$ cat src/rtl/pwmbrm_pkg.sv
package pwmbrm_pkg;

  localparam int PWM_BITS  = 5;
  localparam int BRM_BITS  = 3;
  localparam int CODE_BITS = PWM_BITS + BRM_BITS;

  // Timing state handed from the control to every channel datapath
  typedef struct packed {
    logic                frameEnd;
    logic [PWM_BITS-1:0] tickIdx;
    logic [BRM_BITS-1:0] cycleIdx;
  } pwmStrobes_t;

  // Rate-multiplier selection: code bit k acts in the cycles whose lowest
  // set bit sits at position BRM_BITS-1-k
  function automatic logic brmHit(input logic [BRM_BITS-1:0] cyc,
                                  input logic [BRM_BITS-1:0] rate);
    logic                hit;
    logic [BRM_BITS-1:0] lowMask;
    logic [BRM_BITS-1:0] leadBit;
    hit = 1'b0;
    for (int k = 0; k < BRM_BITS; k++) begin
      lowMask = BRM_BITS'((1 << (BRM_BITS - k)) - 1);
      leadBit = BRM_BITS'(1 << (BRM_BITS - 1 - k));
      if (rate[k] && ((cyc & lowMask) == leadBit)) hit = 1'b1;
    end
    return hit;
  endfunction

endpackage

$ cat src/rtl/pwmbrm_ctrl.sv
module pwmbrm_ctrl
  import pwmbrm_pkg::*;
#(
  parameter int SEL_W = 2
) (
  input  logic             clk,
  input  logic             rstN,
  input  logic [SEL_W-1:0] clkSel,
  output pwmStrobes_t      strb
);

  localparam int DIV_W = 1 << SEL_W;

  logic [DIV_W-1:0]    prescCnt;
  logic [DIV_W-1:0]    divLimit;
  logic                tick;
  logic [PWM_BITS-1:0] tickCnt;
  logic [BRM_BITS-1:0] cycleCnt;
  logic                lastTick;
  logic                lastCycle;

  always_comb begin
    divLimit = DIV_W'((64'd1 << (int'(clkSel) + 1)) - 64'd1);
  end

  // A shrinking select never strands the counter above the limit
  assign tick      = (prescCnt >= divLimit);
  assign lastTick  = (tickCnt == '1);
  assign lastCycle = (cycleCnt == '1);

  always_ff @(posedge clk or negedge rstN) begin
    if (!rstN) begin
      prescCnt <= '0;
    end else if (tick) begin
      prescCnt <= '0;
    end else begin
      prescCnt <= prescCnt + 1'b1;
    end
  end

  always_ff @(posedge clk or negedge rstN) begin
    if (!rstN) begin
      tickCnt  <= '0;
      cycleCnt <= '0;
    end else if (tick) begin
      tickCnt <= tickCnt + 1'b1;
      if (lastTick) cycleCnt <= cycleCnt + 1'b1;
    end
  end

  always_comb begin
    strb.frameEnd = tick & lastTick & lastCycle;
    strb.tickIdx  = tickCnt;
    strb.cycleIdx = cycleCnt;
  end

endmodule

$ cat src/rtl/pwmbrm_chan.sv
module pwmbrm_chan
  import pwmbrm_pkg::*;
(
  input  logic                 clk,
  input  logic                 rstN,
  input  pwmStrobes_t          strb,
  input  logic [CODE_BITS-1:0] dataIn,
  input  logic                 enable,
  output logic                 pinOut,
  output logic [CODE_BITS-1:0] activeOut
);

  logic [CODE_BITS-1:0] activeVal;
  logic [PWM_BITS-1:0]  widthVal;
  logic [BRM_BITS-1:0]  rateVal;
  logic                 extraTick;
  logic [PWM_BITS:0]    highSpan;
  logic                 highNow;

  // Working copy refreshed only on the frame boundary
  always_ff @(posedge clk or negedge rstN) begin
    if (!rstN) begin
      activeVal <= '0;
    end else if (strb.frameEnd) begin
      activeVal <= dataIn;
    end
  end

  assign widthVal  = activeVal[CODE_BITS-1:BRM_BITS];
  assign rateVal   = activeVal[BRM_BITS-1:0];
  assign extraTick = brmHit(strb.cycleIdx, rateVal);
  assign highSpan  = {1'b0, widthVal} + (PWM_BITS+1)'(extraTick);
  assign highNow   = ({1'b0, strb.tickIdx} < highSpan);

  always_ff @(posedge clk or negedge rstN) begin
    if (!rstN) begin
      pinOut <= 1'b0;
    end else begin
      pinOut <= highNow & enable;
    end
  end

  assign activeOut = activeVal;

endmodule

$ cat src/rtl/pwmbrm_top.sv
module pwmbrm_top
  import pwmbrm_pkg::*;
#(
  parameter int NUM_CH = 4,
  parameter int SEL_W  = 2
) (
  input  logic                        clk,
  input  logic                        rstN,
  input  logic [SEL_W-1:0]            clkSel,
  input  logic [NUM_CH*CODE_BITS-1:0] chanData,
  input  logic [NUM_CH-1:0]           portEn,
  output logic [NUM_CH-1:0]           pwmOut
);

  pwmStrobes_t                 strb;
  logic [NUM_CH*CODE_BITS-1:0] activeBus;

  pwmbrm_ctrl #(.SEL_W(SEL_W)) ctrl_i (
    .clk    (clk),
    .rstN   (rstN),
    .clkSel (clkSel),
    .strb   (strb)
  );

  for (genvar ch = 0; ch < NUM_CH; ch++) begin : gChan
    pwmbrm_chan chan_i (
      .clk       (clk),
      .rstN      (rstN),
      .strb      (strb),
      .dataIn    (chanData[ch*CODE_BITS +: CODE_BITS]),
      .enable    (portEn[ch]),
      .pinOut    (pwmOut[ch]),
      .activeOut (activeBus[ch*CODE_BITS +: CODE_BITS])
    );
  end

endmodule

$ cat config.mk
export PLATFORM = sky130hd
export DESIGN_NAME = pwmbrm_top
export DESIGN_NICKNAME = d
export VERILOG_FILES = /design/src/rtl/pwmbrm_pkg.sv /design/src/rtl/pwmbrm_ctrl.sv /design/src/rtl/pwmbrm_chan.sv /design/src/rtl/pwmbrm_top.sv
export SDC_FILE = /design/constraint.sdc
export NUM_CORES = 1
export LEC_CHECK = 0
export ABC_AREA = 1
export BUFFER_PORTS_ARGS = -buffer_cell sky130_fd_sc_hd__buf_4
export CELL_PAD_IN_SITES_DETAIL_PLACEMENT = 0
export CELL_PAD_IN_SITES_GLOBAL_PLACEMENT = 2
export CORE_MARGIN = 2
export CORE_UTILIZATION = 36
export DETAILED_ROUTE_END_ITERATION = 10
export GPL_TIMING_DRIVEN = 0
export HOLD_SLACK_MARGIN = 0.1
export PLACE_DENSITY_LB_ADDON = 0.1
export SYNTH_ARGS = -nofsm -noshare
export SYNTH_HDL_FRONTEND = slang
export SYNTH_SLANG_ARGS = --single-unit
$ cat constraint.sdc
create_clock -name clk -period 4.4 [get_ports clk]
set_input_delay 0.44 -clock clk [delete_from_list [all_inputs] [get_ports clk]]
set_output_delay 0.44 -clock clk [all_outputs]
set_load 0.02 [all_outputs]
# --- Word level (Yosys, flattened, before mapping) ---
# Cells that the tools add are included.
totals:
  in_bits: 40
  ff_bits: 48
  elab_cells: 62
op_classes:
  n_eq_ne: 4
  reduce_logical: 13
  n_mux: 13
  shifts: 1
  bitwise: 6
  n_addsub: 9
  order_cmp: 5
op_table:
  columns: ["operator", "n"]
  rows:
  - ["left shift 1 x 32 -> 4 bit (first input constant)", 1]
  - ["adder 5 x 1 -> 6 bit", 4]
  - ["less-than comparator 5 x 6 -> 1 bit", 4]
  - ["logical AND 1 bit", 12]
  - ["2-to-1 mux 1 bit", 12]
  - ["bitwise AND 1 bit", 6]
  - ["equality test 3 bit (second input constant)", 2]
  - ["adder 5 x 1 -> 5 bit (second input constant)", 1]
  - ["equality test 5 bit (second input constant)", 1]
  - ["adder 4 x 1 -> 4 bit (second input constant)", 1]
  - [">= comparator 4 bit", 1]
  - ["2-to-1 mux 4 bit", 1]
  - ["subtractor 4 x 1 -> 4 bit (second input constant)", 1]
  - ["adder 2 x 1 -> 3 bit (second input constant)", 1]
  - ["adder 3 x 1 -> 3 bit (second input constant)", 1]
  - ["equality test 2 bit (second input constant)", 1]
  - ["AND reduction 2 bit", 1]

# --- Longest topological paths before layout ---
depth:
  word_depth: 8
  mapped_depth: 16
  depth_no_buf: 16

# --- Modules after synthesis ---
# Synthesis repeated with hierarchy kept, for this count alone.
hier_totals:
  hier_cells: 280
  hier_area_um2: 2831.5
modules_own_cells:
  columns: ["module", "cells_each", "area_per_inst_um2", "instances"]
  rows:
  - ["pwmbrm_chan", 50, 529.3, 4]
  - ["pwmbrm_ctrl", 80, 714.4, 1]

# --- Worst setup path before layout ---
# Ideal clock, no wire load.
synth_path:
  kind: "register to register"
  from: "reg ctrl_i.cycleCnt[0]"
  to: "reg gChan[0].chan_i.pinOut"
  required_time_ns: 4.329
  period_less_slack_ns: 2.056
  setup_ns: 0.071
  slack_ns: 2.344
  t_arrival_ns: 1.985
  path_buffers: 0
  path_stages_with_launch: 15
  cell_sequence: "dfrtp_1 -> inv_1 -> ha_1 -> nand3_1 -> nand3_1 -> ha_1 -> ha_1 -> nand3_1 -> xor2_1 -> ha_1 -> nand3_1 -> nand2_1 -> inv_1 -> nand2_1 -> nor2_1"
synth_between:
  elab_chain_cells: 8
synth_lines:
  columns: ["item", "line", "text"]
  rows:
  - ["start: declaration", "pwmbrm_ctrl.sv:18", "logic [BRM_BITS-1:0] cycleCnt;"]
  - ["start signal: assignment", "pwmbrm_ctrl.sv:47", "if (lastTick) cycleCnt <= cycleCnt + 1'b1;"]
  - ["equality test 3 bit", "pwmbrm_pkg.sv:25", "if (rate[k] && ((cyc & lowMask) == leadBit)) hit = 1'b1;"]
  - ["logical AND 1 bit", "pwmbrm_pkg.sv:25", null]
  - ["2-to-1 mux 1 bit (2 in series)", "pwmbrm_pkg.sv:25", null]
  - ["2-to-1 mux 1 bit (*)", "pwmbrm_pkg.sv:25", null]
  - ["adder 5 x 1 -> 6 bit (*)", "pwmbrm_chan.sv:32", "assign highSpan = {1'b0, widthVal} + (PWM_BITS+1)'(extraTick);"]
  - ["less-than comparator 5 x 6 -> 1 bit (*)", "pwmbrm_chan.sv:33", "assign highNow = ({1'b0, strb.tickIdx} < highSpan);"]
  - ["bitwise AND 1 bit (*)", "pwmbrm_chan.sv:39", "pinOut <= highNow & enable;"]
  - ["end signal: assignment", "pwmbrm_chan.sv:39", null]
  - ["end: declaration", "pwmbrm_chan.sv:9", "output logic pinOut,"]
# Mark *: on every way between the ends. The rest lies on a longest branch, timed or not.
# A chain may end at the register's enable or synchronous reset.

# --- Worst setup path after layout ---
layout_path:
  from: "reg ctrl_i.cycleCnt[0]"
  to: "reg gChan[3].chan_i.pinOut"
layout_between:
  elab_chain_cells: 8
layout_lines:
  columns: ["item", "line"]
  rows:
  - ["equality test 3 bit", "pwmbrm_pkg.sv:25"]
  - ["logical AND 1 bit", "pwmbrm_pkg.sv:25"]
  - ["2-to-1 mux 1 bit (2 in series)", "pwmbrm_pkg.sv:25"]
  - ["2-to-1 mux 1 bit (*)", "pwmbrm_pkg.sv:25"]
  - ["adder 5 x 1 -> 6 bit (*)", "pwmbrm_chan.sv:32"]
  - ["less-than comparator 5 x 6 -> 1 bit (*)", "pwmbrm_chan.sv:33"]
  - ["bitwise AND 1 bit (*)", "pwmbrm_chan.sv:39"]
  - ["end signal: assignment", "pwmbrm_chan.sv:39"]
  - ["end: declaration", "pwmbrm_chan.sv:9"]
# Marks and branches as above.

==> results.env <==
FINAL.HOLD.WORST_SLACK_NS=0.147
PLACED_CELLS_INCL_TAPS=528
CTS.HOLD.BUFFERS_ADDED=0
DETAILED_ROUTE_DRC_ERROR_COUNT=0
INITIAL_CORE_UTIL=0.370
CORE-AREA_UM2=8180
TIMING_HOLD_VIOLATIONS_FINAL=0
GR-TOTAL-OVERFLOW=0
SYN_AREA_PER_CELL_UM2=7.95
DRT_PRE_ANTENNA_ITERS=4
DPL-INSTANCE-AREA_UM2=3480
RUN_STATUS='finished, final reports clean'
GRT_ANTENNA_BEFORE_REPAIR=0
GRT_FIRST_PASS_WIRELENGTH_UM=11700
WIRELENGTH_UM=6910
YS_SEQ_AREA_FRAC=0.398
DIE_X_UM=95.6
DETAILEDPLACEMENTHPWL_UM=5210
POSTSYNTHCELLCOUNT=380
SYN-CELL-AREA_UM2=3020
YOSYS_WARNINGS=0
STARTPOINT_TYPE='flop'
NNETSFINAL=505
CRITICAL-PATH-SLOWEST-CELL='dfrtp_1'
FILLCELLCOUNT=873
FINALSETUPVIOLCOUNT=0
WORSTSETUPPATHTYPE='flop to flop'
GRT_USAGE=0.167
FIN_CELLS=536
MOSTFREQUENTLAYOUTCELL='nand2_1'
TIMING.CRITICAL_PATH.CELLS='inv_1 > ha_1 > nand3_1 > nand3_1 > ha_1 > ha_1 > nand3_1 > xor2_1 > ha_1 > nand3_1 > nand2_1 > inv_1 > nand2_1 > nor2_1'
LAYOUT-DRIVE-GT1-SHARE=0.153
CRITPATHBUFINV=2
ROUTEDWLPERCELL_UM=12.9
ANTENNA_CELLS=0
CORE.ROWCOUNT=33
WORST-ENDPOINT-REQUIRED_NS=4.64
GRT_START_MAX_NET_PINS=49
NUMCLOCKSINKS=48
UNREPAIRED_SETUP_ENDPOINTS_AFTER_GLOBAL_ROUTING='false'
DIE-AREA_UM2=9140
CAP_VIOL_MAX_COUNT=0
TIMING.FINAL.MAX_SLEW_VIOLATIONS=0
DETAIL_ROUTE.ITER0.VIOLATIONS=80
PWR_DENSITY_CELL_nW_PER_UM2=437
FMAXACHIEVABLE_MHz=416
HOLD_PATH_CLASS='primary input to async pin'
FINAL_CELL_MIX='nand2_1, dfrtp_1, inv_1, buf_4, nand4_1'
GRT_PASS1_VIAS=2363
REGISTER_AREA_UM2=1200
YOSYS_REGISTER_BITS=48
FINAL.SETUP_SKEW_NS=0.00881
PORTION_OF_THE_CLOCK_CYCLE_CONSUMED_BY_THE_WORST_PATH_IN_THE_FINAL_LAYOUT=0.547
SYNTH_CELL_TYPES=22
COUNT_OF_BUFFERS_INSERTED_AT_THE_TOP_LEVEL_PORTS=43
MULTI_INPUT_COMB_AREA_UM2=1530
FINALWEIGHTEDCONGESTION=0.801
AREAGROWTHSYNTHTOFINISH_PCT=18.6
ANT_NETS=0
FLOORPLAN.IO_PINS=44
POSTCTSSETUPREPAIRBUFS=0
VDD_DROP_MAX_mV=0.163
FIN_AREA_UM2=3580
FINALCRITICALPERIOD_NS=2.41
CTS_INSERTED_BUFFERS=5
CELLLEAKAGEPOWER_uW=0.00199
SUM_NEG_SETUP_SLACK_NS=0
CRITICAL_PATH.ENDPOINT_TYPE='flop'
ROUTED_VIA_DENSITY=4.63
CTS_RESIZED=0
CPLARGESTDELAYFAMILY='adder cells'
CLKLATENCYLATEPIN_NS=0.30
CTS_TREE='yes'
CTS_BUFFER_DEPTH=2
DIE_H_UM=95.6
CLK_PIN_SLEW_NS=0.09
SYN_NETS=455
CP.ARRIVAL_NS=2.64
HTREE_NUM_LEVELS=2
CP_SLOWEST_STAGE_DELAY_NS=0.49
CTS-ROOT-BUF='clkbuf_8'
RELSLEWSLACK=0.571
ROUTE.VIAS.TOTAL=2482
WORST_SLEW_PIN_SLEW_NS=0.643
WORST-PATH-MAX-FANOUT=7
[area by class of cell]
class / count / share of cell area
multi-input cells: 265 / 0.427
flip-flops and latches: 48 / 0.335
repair buffers: 43 / 0.0901
inverters: 47 / 0.0492
well taps: 105 / 0.0367
plain buffers: 20 / 0.0321
clock buffers: 6 / 0.0203
clock inverters: 2 / 0.00978
[worst reg2reg max path, cell delays in order, from the launching register on]
cell,delay [ns]
dfrtp_1,0.49
inv_1,0.12
ha_1,0.28
nand3_1,0.09
nand3_1,0.10
ha_1,0.21
ha_1,0.21
nand3_1,0.10
xor2_1,0.18
ha_1,0.27
nand3_1,0.09
nand2_1,0.05
inv_1,0.05
nand2_1,0.05
nor2_1,0.07
[path summary, 6_finish.rpt]
check,from,to,slack [ns],cells past startpoint
max,ctrl_i.cycleCnt[0]$_DFFE_PN0P_,gChan[3].chan_i.pinOut$_DFF_PN0_,1.99,14
min,rstN,gChan[0].chan_i.pinOut$_DFF_PN0_,0.15,1
max reg2reg,ctrl_i.cycleCnt[0]$_DFFE_PN0P_,gChan[3].chan_i.pinOut$_DFF_PN0_,1.99,14
min reg2reg,gChan[0].chan_i.activeOut[1]$_DFFE_PN0P_,gChan[0].chan_i.activeOut[1]$_DFFE_PN0P_,0.48,2
max in group asynchronous,rstN,gChan[2].chan_i.activeOut[3]$_DFFE_PN0P_,3.81,1
min in group clk,portEn[2],gChan[2].chan_i.pinOut$_DFF_PN0_,0.35,3
[cells in the mapped netlist]
library cell	count	area [µm²]
clkbuf_2	1	5.00
buf_1	1	3.75
xnor2_1	9	78.8
clkbuf_1	5	18.8
buf_2	7	35.0
nand3_2	2	20.0
o21ai_1	1	5.00
and3_1	1	6.26
nand2_1	130	488
o21ai_0	6	30.0
nand3_1	21	105
conb_1	1	3.75
inv_1	47	176
dfrtp_1	48	1200
ha_1	35	438
a21oi_1	1	5.00
nand3b_1	1	7.51
nand4_1	37	231
buf_4	4	30.0
xor2_1	7	61.3
nor2_1	13	48.8
buf_6	2	22.5
[sequential cells by signal, indices dropped and copies added (netlist names)]
| signal | count |
|---|---|
| ctrl_i.cycleCnt | 3 |
| ctrl_i.prescCnt | 4 |
| gChan.chan_i.pinOut | 4 |
| ctrl_i.tickCnt | 5 |
| gChan.chan_i.activeOut | 32 |
[kinds of logic (layout without fill, tap and decap cells)]
family	after synthesis	after routing	share of synthesized area
buf+inv	67	118	0.0965
compound gates	8	8	0.0132
xor+xnor	16	16	0.0464
fa+ha+maj	35	35	0.145
flops	48	48	0.398
simple gates	205	205	0.300
other cells	1	1	0.00124
[report_power, final]
part           internal, µW  total, µW  switching, µW
Combinational           290        670            380
Sequential              499        572           72.7
Clock                   169        323            154
Total                   959       1570            607
[layer usage]
layer	vias to the layer above	part of all wire	track usage
met5	-	0	0
met4	0	0.0055	0.0393
met3	2	0.029	0.0292
met2	34	0.45	0.258
met1	1120	0.52	0.244
li1	1326	-	-
[per-stage QoR]
| step | total power [µW] | util | worst slack, ns |
|---|---|---|---|
| 2_1_floorplan | 1060 | - | 2.34 |
| 3_3_place_gp | 1250 | 0.425 | 2.01 |
| 3_5_place_dp | 1260 | 0.425 | 1.98 |
| 4_1_cts | 1590 | 0.438 | 1.97 |
| 5_1_grt | 1730 | 0.438 | 1.72 |
| 6_report | 1570 | 0.438 | 1.99 |
No activity file was read; power rests on OpenSTA's default activity.
